[config.mk]
export PLATFORM = sky130hd
export DESIGN_NAME = refclk_sel
export DESIGN_NICKNAME = d
export VERILOG_FILES = /design/src/rtl/refclk_sel.sv
export SDC_FILE = /design/constraint.sdc
export NUM_CORES = 1
export LEC_CHECK = 0
export BUFFER_PORTS_ARGS = -buffer_cell sky130_fd_sc_hd__buf_2
export CORE_ASPECT_RATIO = 0.7
export CORE_UTILIZATION = 30
export CTS_CLUSTER_DIAMETER = 100
export CTS_CLUSTER_SIZE = 14
export DETAILED_ROUTE_END_ITERATION = 10
export GPL_TIMING_DRIVEN = 0
export PLACE_DENSITY = 0.47
export SYNTH_ARGS = -nofsm -noshare
export SYNTH_HDL_FRONTEND = slang
export SYNTH_SLANG_ARGS = --single-unit
[constraint.sdc]
create_clock -name clk -period 1.84 [get_ports clk]
set_clock_uncertainty 0.1 [all_clocks]
set_input_delay 0.092 -clock clk [delete_from_list [all_inputs] [get_ports clk]]
set_output_delay 0.092 -clock clk [all_outputs]
set_load 0.005 [all_outputs]
[src/rtl/refclk_sel.sv]
module refclk_sel #(
  parameter int LOSS_CYC    = 8,
  parameter int VALID_EDGES = 16,
  parameter int ARM_EDGES   = 2
) (
  input  logic clk,
  input  logic rst_n,
  input  logic pri_clk,
  input  logic sec_clk,
  input  logic pin_mode,
  input  logic cfg_manual,
  input  logic cfg_pin_ctl,
  input  logic cfg_sec,
  input  logic sel_pin,
  output logic clk_out,
  output logic src_sec,
  output logic src_none
);

  localparam int IW = $clog2(LOSS_CYC + 1);
  localparam int GW = $clog2(VALID_EDGES + 1);
  localparam int AW = $clog2(ARM_EDGES + 1);

  typedef enum logic [1:0] {ST_ARM = 2'd0, ST_ON = 2'd1, ST_DRAIN = 2'd2} st_t;

  logic [1:0] raw, meta, samp, samp_d, rise, ok;
  logic [1:0] pin_s;
  logic       pin_q, auto_m, want_sec, no_ref;
  logic       cur, tgt, cur_samp, cur_ok, tgt_samp, tgt_rise;
  logic [AW-1:0] arm_cnt;
  st_t        st;

  assign raw = {sec_clk, pri_clk};

  always_ff @(posedge clk or negedge rst_n)
    if (!rst_n) begin
      meta   <= '0;
      samp   <= '0;
      samp_d <= '0;
      pin_s  <= '0;
    end else begin
      meta   <= raw;
      samp   <= meta;
      samp_d <= samp;
      pin_s  <= {pin_s[0], sel_pin};
    end

  assign rise  = samp & ~samp_d;
  assign pin_q = pin_s[1];

  // per-input health monitor
  for (genvar i = 0; i < 2; i++) begin : g_mon
    logic [IW-1:0] idle;
    logic [GW-1:0] good;
    logic          okr;

    always_ff @(posedge clk or negedge rst_n)
      if (!rst_n) begin
        idle <= '0;
        good <= '0;
        okr  <= 1'b0;
      end else begin
        if (rise[i])
          idle <= '0;
        else if (idle != IW'(LOSS_CYC))
          idle <= idle + 1'b1;

        if (idle == IW'(LOSS_CYC) && !rise[i]) begin
          okr  <= 1'b0;
          good <= '0;
        end else if (rise[i] && !okr) begin
          good <= good + 1'b1;
          if (good == GW'(VALID_EDGES - 1))
            okr <= 1'b1;
        end
      end

    assign ok[i] = okr;
  end

  assign no_ref = ~|ok;
  assign auto_m = !pin_mode && !cfg_manual;

  // selection decode
  always_comb
    if (pin_mode)         want_sec = pin_q;
    else if (auto_m)      want_sec = !ok[0] && ok[1];
    else if (cfg_pin_ctl) want_sec = pin_q;
    else                  want_sec = cfg_sec;

  assign cur_samp = cur ? samp[1] : samp[0];
  assign cur_ok   = cur ? ok[1]   : ok[0];
  assign tgt_samp = tgt ? samp[1] : samp[0];
  assign tgt_rise = tgt ? rise[1] : rise[0];

  // cut low, wait for new edges, enable low
  always_ff @(posedge clk or negedge rst_n)
    if (!rst_n) begin
      st      <= ST_ARM;
      cur     <= 1'b0;
      tgt     <= 1'b0;
      arm_cnt <= '0;
    end else begin
      case (st)
        ST_ON:
          if (no_ref || want_sec != cur) st <= ST_DRAIN;
        ST_DRAIN:
          if (!cur_samp || !cur_ok) begin
            st      <= ST_ARM;
            tgt     <= want_sec;
            arm_cnt <= '0;
          end
        ST_ARM:
          if (no_ref || want_sec != tgt) begin
            tgt     <= want_sec;
            arm_cnt <= '0;
          end else if (arm_cnt != AW'(ARM_EDGES)) begin
            if (tgt_rise) arm_cnt <= arm_cnt + 1'b1;
          end else if (!tgt_samp) begin
            st  <= ST_ON;
            cur <= tgt;
          end
        default: st <= ST_ARM;
      endcase
    end

  // output held low without a reference
  always_ff @(posedge clk or negedge rst_n)
    if (!rst_n) clk_out <= 1'b0;
    else        clk_out <= (st != ST_ARM) && !no_ref && cur_samp;

  assign src_sec  = cur;
  assign src_none = no_ref;

endmodule

==> flow_summary_export.csv, run 1 <==
group,metric,value,unit
status,status,"finished, final reports clean",
hold_path,min_to,"src_sec",
clocking,cts-root-buf,"clkbuf_8",
final_layout,finish.utilization,37.5,%
sta,grt_setup_unrepaired,"true",
worst_setup_path,cp.required,1910,ps
synth,ys.warnings.count,0,
final_layout,areaGrowthSynthToFinish,18.1,%
flow_run,maxCapViolCount,0,
synth,synth_cells,157,
synth,avgSynthCellArea,10.8,um2
worst_setup_path,reg2reg_from,"g_mon[0].okr",
clocking,insertion_delay,290,ps
synth,postSynthNetCount,175,
sta,tightest_slew,796,ps
clocking,cts_max_level,2,
worst_setup_path,critPathCaptureType,"flip-flop",
die,initial_core_util,31.7,%
global_route,grt_usage,12.5,%
worst_setup_path,path_max_fanout,6,
die,core,5340,um2
sta,fmax,553,MHz
synth,synthArstFlopShare,100,%
detailed_routing,drc,0,
sta,hold_violations,0,
die,io_pins,12,
final_layout,design_area,2000,um2
worst_setup_path,critPathArrivalTime,1880,ps
synth,synth_edf_count,0,
placement,gp_congestion,0.746,
sta,slew_headroom,46.9,%
synth,ys_seq_area_share,51.7,%
sta,setup_viol,0,
final_layout,fill_cells,557,
synth,yosys_register_bits,35,
synth,ys.flop_type,"dfrtp_1",
power,ir_drop,568,uV
sta,post-route-period-util,98.2,%
clocking,numCtsBuffers,5,
detailed_routing,vias,1192,
global_route,grt_pass1_wl,5720,um
synth,netlist_area,1700,um2
power,power.density,1230,nW/um2
clocking,clk_pin_slew,80,ps
clocking,clockBufferDepth,2,
worst_setup_path,setup.worst_path.start_class,"flip-flop",
die,die_x,91.9,um
final_layout,diodes,0,
detailed_routing,drtIter0Drc,28,
sta,period_minus_slack,1810,ps
synth,ys_top_cells_by_area,"dfrtp_1 (52%), ha_1 (6.6%), nor2_1 (4.2%), a21oi_1 (3.2%), inv_1 (3.1%)",
global_route,grt_max_degree,36,
final_layout,final_nets,198,
detailed_routing,drt-total-wl,3270,um
die,floorplan.die_area,5960,um2
die,die_h,64.9,um
clocking,cts_tree,"built",
placement,dpl-instance-area,1840,um2
global_route,antenna_found_initial,0,
worst_setup_path,worstRegToRegCells,5,
global_route,grt_pass1_vias,1291,
global_route,grt_remaining_overflow,0,
sta,slew_violations,0,
synth,synth_top_area_share,51.7,%
final_layout,layout-drive-gt1-share,16.6,%
die,fp-row-count,22,
power,total_power,2.47,mW
hold_path,min_delay_path_depth,5,
worst_setup_path,path_class,"reg -> reg",
detailed_routing,dr.pass1.iters,2,
detailed_routing,wl_per_cell,12.9,um
worst_setup_path,rrSetupSlack,30,ps
synth,synth_cell_types,36,
placement,dpl.hpwl,2380,um
hold_path,worst_hold_startpoint,"pin_mode",
power,p_leak,0.914,nW
synth,yosys.area.top_type,"dfrtp_1",
detailed_routing,vias_per_cell,4.71,
placement,port-buffer-count,11,
clocking,cts.sinks,35,
worst_setup_path,worstReg2RegEnd,"arm_cnt[0]",
detailed_routing,antenna_left,0,
sta,hold_ws,244,ps
hold_path,hold_class,"in -> reg",
==> layer usage <==
layer	wire length (um)	GRT usage, %	up-vias
met2	1500	20.9	12
li1	-	-	595
met1	1660	15.6	583
met5	0	0	-
met4	13	3.52	0
met3	94	3.99	2
==> sequential cells by signal (all words and copies together), names as in the netlist <==
signal      count
g_mon.good     10
g_mon.idle      8
arm_cnt         2
g_mon.okr       2
meta            2
pin_s           2
samp            2
samp_d          2
st              2
clk_out         1
src_sec         1
tgt             1
==> cells in the final DEF, fill, tap and decap left out, types with 2 or more instances in the layout <==
cell,count
nand3_1,3
clkinvlp_4,2
and2_1,2
mux2_2,2
dfrtp_1,35
nor3_1,2
nor2b_1,3
inv_1,14
and3_1,2
nand2_1,6
xor2_1,4
nand3b_1,4
a22o_1,3
mux2i_1,5
a21oi_1,10
xnor2_1,5
dlygate4sd3_1,4
clkbuf_1,2
nor2_1,19
a32o_1,2
o21ai_0,5
clkbuf_8,5
buf_2,11
ha_1,9
o31ai_1,2
==> worst max-delay path: stages, from the launching register on <==
cell and delay [ps]:
dfrtp_1 380, buf_6 110, or4b_4 510, o311ai_4 160
xnor2_2 140, a32o_1 290
==> per-stage QoR <==
stage | setup slack (ps) | TNS (ps) | instances
4_1_cts | 13.1 | 0 | 252
3_5_place_dp | -24.1 | -32.6 | 240
5_1_grt | -11.3 | -11.3 | 253
2_1_floorplan | 104 | 0 | 157
3_3_place_gp | 39.1 | 0 | 240
6_report | 33.0 | 0 | 253
==> cell families after synthesis <==
| logic type | Yosys count | share of synthesized area [%] |
|---|---|---|
| AOI/OAI and AO/OA | 30 | 12.7 |
| DFF | 35 | 51.7 |
| adders and majority gates | 9 | 6.64 |
| buffers and inverters | 17 | 4.21 |
| xor gates and xnor gates | 10 | 5.17 |
| muxes | 7 | 4.28 |
| and+or+nand+nor | 49 | 15.4 |
==> timing repair <==
item                                    CTS  global route
gates cloned                              0             0
setup buffers                             0             1
resized for setup                         3             1
hold endpoints to repair                 38             0
pin swaps                                 0             3
endpoints found under the setup margin    4             3
hold buffers                              4             0
==> cell usage after synthesis (all sizes together) (2+ instances only) <==
cell,number
mux2,2
clkbuf,2
nor3,2
o31ai,2
nor3b,2
xor2,4
nor2b,3
nor2,19
a21oi,11
xnor2,6
a22o,3
a32o,2
inv,14
mux2i,5
dfrtp,35
nand3,3
and3,2
nand2,6
nand3b,4
o21ai,5
ha,9
and2,2
==> final cells by class <==
class,count,area (um2),area share [%]
sequential,35,876,43.8
buffer,3,18.8,0.938
multi-input combinational,105,769,38.4
tap,72,90.1,4.50
timing repair buffer,16,103,5.12
clock inverter,3,23.8,1.19
clock buffer,5,68.8,3.44
inverter,14,52.6,2.63
==> worst max path at each step <==
| stage | start | end | slack, ps | cells after the start |
|---|---|---|---|---|
| final | g_mon[0].okr | arm_cnt[0] | 30 | 5 |
| after detailed placement | samp[1] | g_mon[1].good[0] | -20 | 3 |
| after CTS | g_mon[0].okr | arm_cnt[0] | 10 | 5 |
| after floorplan | g_mon[0].okr | arm_cnt[1] | 100 | 5 |
| after global routing | g_mon[0].okr | arm_cnt[0] | -10 | 5 |
| after global placement | g_mon[0].okr | arm_cnt[1] | 40 | 5 |
==> power by group <==
part | internal [mW] | switching, mW | total (mW)
Sequential | 0.976 | 0.193 | 1.17
Combinational | 0.348 | 0.378 | 0.726
Clock | 0.271 | 0.306 | 0.576
Power figures use the tool's default switching activity.
==> inputs of run 2 (changes only) <==
--- a/config.mk
+++ b/config.mk
@@ -7,12 +7,13 @@
 export LEC_CHECK = 0
 export BUFFER_PORTS_ARGS = -buffer_cell sky130_fd_sc_hd__buf_2
 export CORE_ASPECT_RATIO = 0.7
-export CORE_UTILIZATION = 30
+export CORE_UTILIZATION = 35
 export CTS_CLUSTER_DIAMETER = 100
 export CTS_CLUSTER_SIZE = 14
 export DETAILED_ROUTE_END_ITERATION = 10
 export GPL_TIMING_DRIVEN = 0
-export PLACE_DENSITY = 0.47
+export PLACE_DENSITY = 0.53
 export SYNTH_ARGS = -nofsm -noshare
 export SYNTH_HDL_FRONTEND = slang
 export SYNTH_SLANG_ARGS = --single-unit
+export TNS_END_PERCENT = 5
==> run 2 against run 1 <==
- first-iteration DRC count grew to 2.9 times the previous value
- global-route usage is 1.5 points higher
- cell area is 1.1% lower
- worst hold slack better by 15 ps
- sequential power barely moved
- sequential share of layout area increased by 0.50 points
- combinational power shrank 3.4%
- core utilization grew 6.5 points
- clock power down 5.2%
- via count decreased by 2.9%
- count of clock-buffer cells in the layout unchanged
- critical endpoint unchanged
- highest routed layer unchanged
==> flow_summary_export.csv, run 2 (synthesis results as in run 1) <==
group,metric,value,unit
flow_run,maxCapViolCount,0,
final_layout,diodes,0,
final_layout,design_area,1980,um2
detailed_routing,wl_per_cell,12.7,um
hold_path,hold_class,"reg -> reg",
hold_path,min_to,"pin_s[1]",
clocking,cts_max_level,2,
sta,grt_setup_unrepaired,"true",
sta,slew_headroom,48.6,%
global_route,grt_pass1_vias,1086,
clocking,clk_pin_slew,80,ps
final_layout,reg_top3,"g_mon.good x10, g_mon.idle x8",
worst_setup_path,worstRegToRegCells,5,
die,io_pins,12,
detailed_routing,antenna_left,0,
placement,port-buffer-count,11,
worst_setup_path,worstReg2RegEnd,"arm_cnt[0]",
clocking,numCtsBuffers,5,
die,core,4500,um2
global_route,grt_max_degree,36,
sta,setup_tns,0,ps
power,power.density,1220,nW/um2
worst_setup_path,critPathCaptureType,"flip-flop",
placement,dpl.hpwl,2140,um
die,floorplan.die_area,5130,um2
worst_setup_path,cp.required,1910,ps
sta,slew_violations,0,
final_layout,layout-drive-gt1-share,17.2,%
final_layout,areaGrowthSynthToFinish,16.8,%
power,total_power,2.41,mW
clocking,cts.sinks,35,
final_layout,largest_register,"g_mon.good",
final_layout,final_common_cell,"dfrtp_1",
detailed_routing,dr.pass1.iters,4,
placement,dpl-instance-area,1820,um2
detailed_routing,drtIter0Drc,81,
sta,tightest_slew,771,ps
worst_setup_path,path_max_fanout,9,
worst_setup_path,path_class,"reg -> reg",
detailed_routing,vias_per_cell,4.93,
placement,gp_congestion,0.778,
clocking,clockBufferDepth,2,
sta,post-route-period-util,97.0,%
global_route,grt_pass1_wl,5190,um
detailed_routing,drt-total-wl,2990,um
die,die_x,85.2,um
final_layout,final_nets,197,
die,fp-row-count,20,
power,ir_drop,497,uV
worst_setup_path,critPathArrivalTime,1860,ps
clocking,cts-root-buf,"clkbuf_8",
worst_setup_path,reg2reg_from,"g_mon[0].okr",
sta,period_minus_slack,1790,ps
worst_setup_path,rrSetupSlack,50,ps
clocking,cts_tree,"built",
global_route,grt_usage,14.0,%
detailed_routing,drc,0,
global_route,antenna_found_initial,0,
final_layout,layout_common_cells,"dfrtp_1 (35), nor2_1 (18), inv_1 (14)",
global_route,grt_remaining_overflow,0,
sta,hold_violations,0,
worst_setup_path,setup.worst_path.start_class,"flip-flop",
hold_path,min_delay_path_depth,0,
final_layout,largest_reg_flops,10,
clocking,insertion_delay,290,ps
sta,fmax,560,MHz
power,p_leak,0.911,nW
sta,setup_viol,0,
detailed_routing,vias,1158,
die,die_h,60.2,um
status,status,"finished, final reports clean",
final_layout,finish.utilization,43.9,%
placement,dp_cells,223,
die,initial_core_util,37.6,%
hold_path,worst_hold_startpoint,"pin_s[0]",
final_layout,instances_no_fill,235,
==> run 2: changes by cell type in the layout (fill, tap and decap cells not counted), sizes merged <==
| cell | change |
|---|---|
| clkinv | +1 |
| inv | -1 |
| buf | -1 |
==> run 2: critical path: stages (launching register included) <==
cell	delay (ps)
dfrtp_1	380
buf_6	130
or4b_4	520
o311ai_4	170
xnor2_2	110
a32o_1	260
==> run 2: final cells by class <==
| cell class | instances | area [um2] |
|---|---|---|
| Tap cell | 55 | 68.8 |
| Fill cell | 449 | 2520 |
| Clock inverter | 3 | 20.0 |
| Buffer | 3 | 18.8 |
| Clock buffer | 5 | 68.8 |
| Timing Repair Buffer | 15 | 95.1 |
| Sequential cell | 35 | 876 |
| Inverter | 14 | 52.6 |
| Multi-Input combinational cell | 105 | 779 |
==> run 2: how the worst max path moves through the flow <==
stage	start	to	depth (start not counted)
final	g_mon[0].okr	arm_cnt[0]	5
after global routing	samp[0]	arm_cnt[1]	4
after CTS	g_mon[0].okr	arm_cnt[1]	5
after detailed placement	samp[0]	arm_cnt[0]	4
after global placement	g_mon[0].okr	arm_cnt[0]	5
after floorplan	g_mon[0].okr	arm_cnt[1]	5
==> run 2: stage by stage <==
step / hold slack, ps / worst slack (ps)
CTS: 249 / 0.368
floorplan: -304 / 104
global placement: 99.6 / 30.7
detailed placement: 103 / -6.52
finish: 258 / 54.7
global route: 269 / -7.32
==> run 2: where the power goes <==
group	internal, mW	leakage, nW	switching [mW]	total (mW)
combinational	0.337	0.424	0.363	0.701
sequential	0.976	0.447	0.183	1.16
clock	0.263	0.0402	0.283	0.546
==> run 2: routing by layer <==
metal | track usage [%] | part of all wire [%] | wire [um]
met1 | 19.4 | 54 | 1610
met5 | 0 | 0 | 0
met4 | 5.08 | 0.60 | 18
met3 | 6.63 | 4.4 | 131
met2 | 18.8 | 41 | 1230
==> run 2: timing repair <==
action / 4_1_cts / 5_1_grt
hold buffers: 4 / 0
resized for setup: 1 / 6
setup buffers: 0 / 0
pin swaps: 0 / 2
endpoints found under the setup margin: 2 / 8
endpoints found under the hold margin: 38 / 0
==> inputs of run 3 (changes only) <==
--- a/config.mk
+++ b/config.mk
@@ -6,6 +6,7 @@
 export NUM_CORES = 1
 export LEC_CHECK = 0
 export BUFFER_PORTS_ARGS = -buffer_cell sky130_fd_sc_hd__buf_2
+export CAP_MARGIN = 20
 export CORE_ASPECT_RATIO = 0.7
 export CORE_UTILIZATION = 35
 export CTS_CLUSTER_DIAMETER = 100
@@ -13,6 +14,7 @@
 export DETAILED_ROUTE_END_ITERATION = 10
 export GPL_TIMING_DRIVEN = 0
 export PLACE_DENSITY = 0.53
+export SETUP_SLACK_MARGIN = 0.3
 export SYNTH_ARGS = -nofsm -noshare
 export SYNTH_HDL_FRONTEND = slang
 export SYNTH_SLANG_ARGS = --single-unit
==> run 3 against run 2 <==
- fmax rose by 2.1%
- die area did not move
- first-iteration DRC count fell by 47%
- clock power fell by 2%
- critical endpoint unchanged
- largest power group unchanged
- highest routed layer unchanged
==> flow_summary_export.csv, run 3 (synthesis results as in run 1) <==
group,metric,value,unit
status,status,"finished, final reports clean",
power,ir_drop,554,uV
final_layout,layout_common_cells,"dfrtp_1 (34), nor2_1 (18), inv_1 (14)",
worst_setup_path,cp_cell_sequence,"buf_6 > or4b_4 > o311ai_4 > xnor2_2 > a32o_1",
global_route,grt_max_degree,36,
worst_setup_path,cp.required,1910,ps
final_layout,reg_top3,"g_mon.good x10, g_mon.idle x8",
final_layout,final_common_cell,"dfrtp_1",
hold_path,worst_hold_startpoint,"meta[1]",
detailed_routing,dr.pass1.iters,4,
global_route,grt_usage,14.9,%
detailed_routing,met2WireLength,1280,um
sta,grt_setup_unrepaired,"true",
sta,slew_violations,0,
placement,dpl-instance-area,1820,um2
detailed_routing,vias,1171,
clocking,insertion_delay,280,ps
final_layout,largest_reg_flops,10,
worst_setup_path,reg2reg_from,"g_mon[0].okr",
detailed_routing,antenna_left,0,
sta,setup_viol,0,
detailed_routing,drt-met1-wl,1690,um
placement,port-buffer-count,11,
worst_setup_path,critPathArrivalTime,1820,ps
worst_setup_path,path_max_fanout,5,
global_route,antenna_found_initial,0,
die,floorplan.die_area,5130,um2
sta,tightest_slew,789,ps
sta,fmax,572,MHz
die,io_pins,12,
sta,setup_tns,0,ps
die,die_x,85.2,um
detailed_routing,drt-total-wl,3150,um
die,initial_core_util,37.6,%
clocking,cts_tree,"built",
final_layout,design_area,1980,um2
clocking,cts_max_level,2,
detailed_routing,vias_per_cell,4.94,
global_route,grt_pass1_wl,5660,um
die,fp-row-count,20,
sta,hold_violations,0,
placement,gp_congestion,0.743,
sta,period_minus_slack,1750,ps
detailed_routing,top_layer,"met4",
worst_setup_path,max_stage_delay,490,ps
final_layout,finish.utilization,44.1,%
die,die_h,60.2,um
worst_setup_path,path_class,"reg -> reg",
global_route,grt_remaining_overflow,0,
hold_path,hold_class,"reg -> reg",
worst_setup_path,critPathCaptureType,"flip-flop",
final_layout,largest_register,"g_mon.good",
final_layout,fill_cells,445,
clocking,cts.sinks,35,
worst_setup_path,setup.worst_path.start_class,"flip-flop",
detailed_routing,drc,0,
worst_setup_path,path_buf_inv,1,
final_layout,layout-drive-gt1-share,17.6,%
clocking,clockBufferDepth,2,
final_layout,areaGrowthSynthToFinish,17.0,%
power,power.density,1220,nW/um2
placement,dpl.hpwl,2200,um
flow_run,maxCapViolCount,0,
die,core,4500,um2
detailed_routing,wl_per_cell,13.3,um
detailed_routing,route.met3.wl,112,um
worst_setup_path,critPathSlowestCell,"or4b_4",
detailed_routing,drtIter0Drc,43,
sta,post-route-period-util,95.0,%
worst_setup_path,startpoint,"g_mon[0].okr",
final_layout,final_nets,199,
clocking,clk_pin_slew,70,ps
sta,slew_headroom,47.4,%
global_route,grt_pass1_vias,1222,
final_layout,diodes,0,
clocking,cts-root-buf,"clkbuf_8",
clocking,numCtsBuffers,5,
worst_setup_path,critPathTopFamily,"simple AND/OR/NAND/NOR gates",
power,p_leak,0.920,nW
[run 3: cell count changes in the layout (fill, tap and decap cells not counted), sizes merged]
cell	before	now
buf	12	14
clkinvlp	2	0
clkbuf	7	9
[run 3: path summary, 6_finish.rpt]
path                            slack (ps)  cells after the start               end
worst min register to register         250                      0           samp[1]
worst min-delay path                   250                      0           samp[1]
worst max register to register          90                      5        arm_cnt[0]
max in group asynchronous              770                      2           samp[0]
worst max-delay path                    90                      5        arm_cnt[0]
min in group asynchronous              330                      2  g_mon[1].good[2]
[run 3: repair_timing]
item / in CTS / in global routing
hold buffers: 4 / 0
gates resized for setup: 2 / 5
endpoints found under the setup margin: 14 / 17
hold endpoints to repair: 38 / 0
buffers inserted: 2 / 0
pin swaps: 4 / 0
[run 3: final cells by class]
cell class | instances | area [um2] | area share (%)
Multi-Input combinational cell | 105 | 776 | 39.1
Buffer | 3 | 18.8 | 0.946
Sequential cell | 35 | 877 | 44.2
Clock buffer | 7 | 76.3 | 3.85
Tap cell | 55 | 68.8 | 3.47
Clock inverter | 1 | 5.00 | 0.252
Inverter | 14 | 52.6 | 2.65
Timing Repair Buffer | 17 | 110 | 5.55
[run 3: power by group]
part           internal (mW)  switching (mW)  leakage, nW  total [mW]
Combinational          0.347           0.367        0.432       0.715
Sequential             0.977           0.186        0.446        1.16
Clock                  0.266           0.269       0.0422       0.534
Total                   1.59           0.822        0.920        2.41
[run 3: stage by stage]
stage                     std cells  worst slack [ps]  total power [mW]  hold WS [ps]
after floorplan                 157               129              1.67          -304
after global placement          223              48.1              1.82          99.6
after detailed placement        223              12.2              1.85           101
after CTS                       237              84.1              2.43           254
after global routing            237              42.9              2.62           270
final                           237              91.8              2.41           251
[run 3: layer usage]
metal | GRT usage [%] | vias up
li1 | - | 590
met1 | 19.8 | 552
met2 | 22.4 | 22
met3 | 3.87 | 7
met4 | 7.99 | 0
met5 | 0 | -
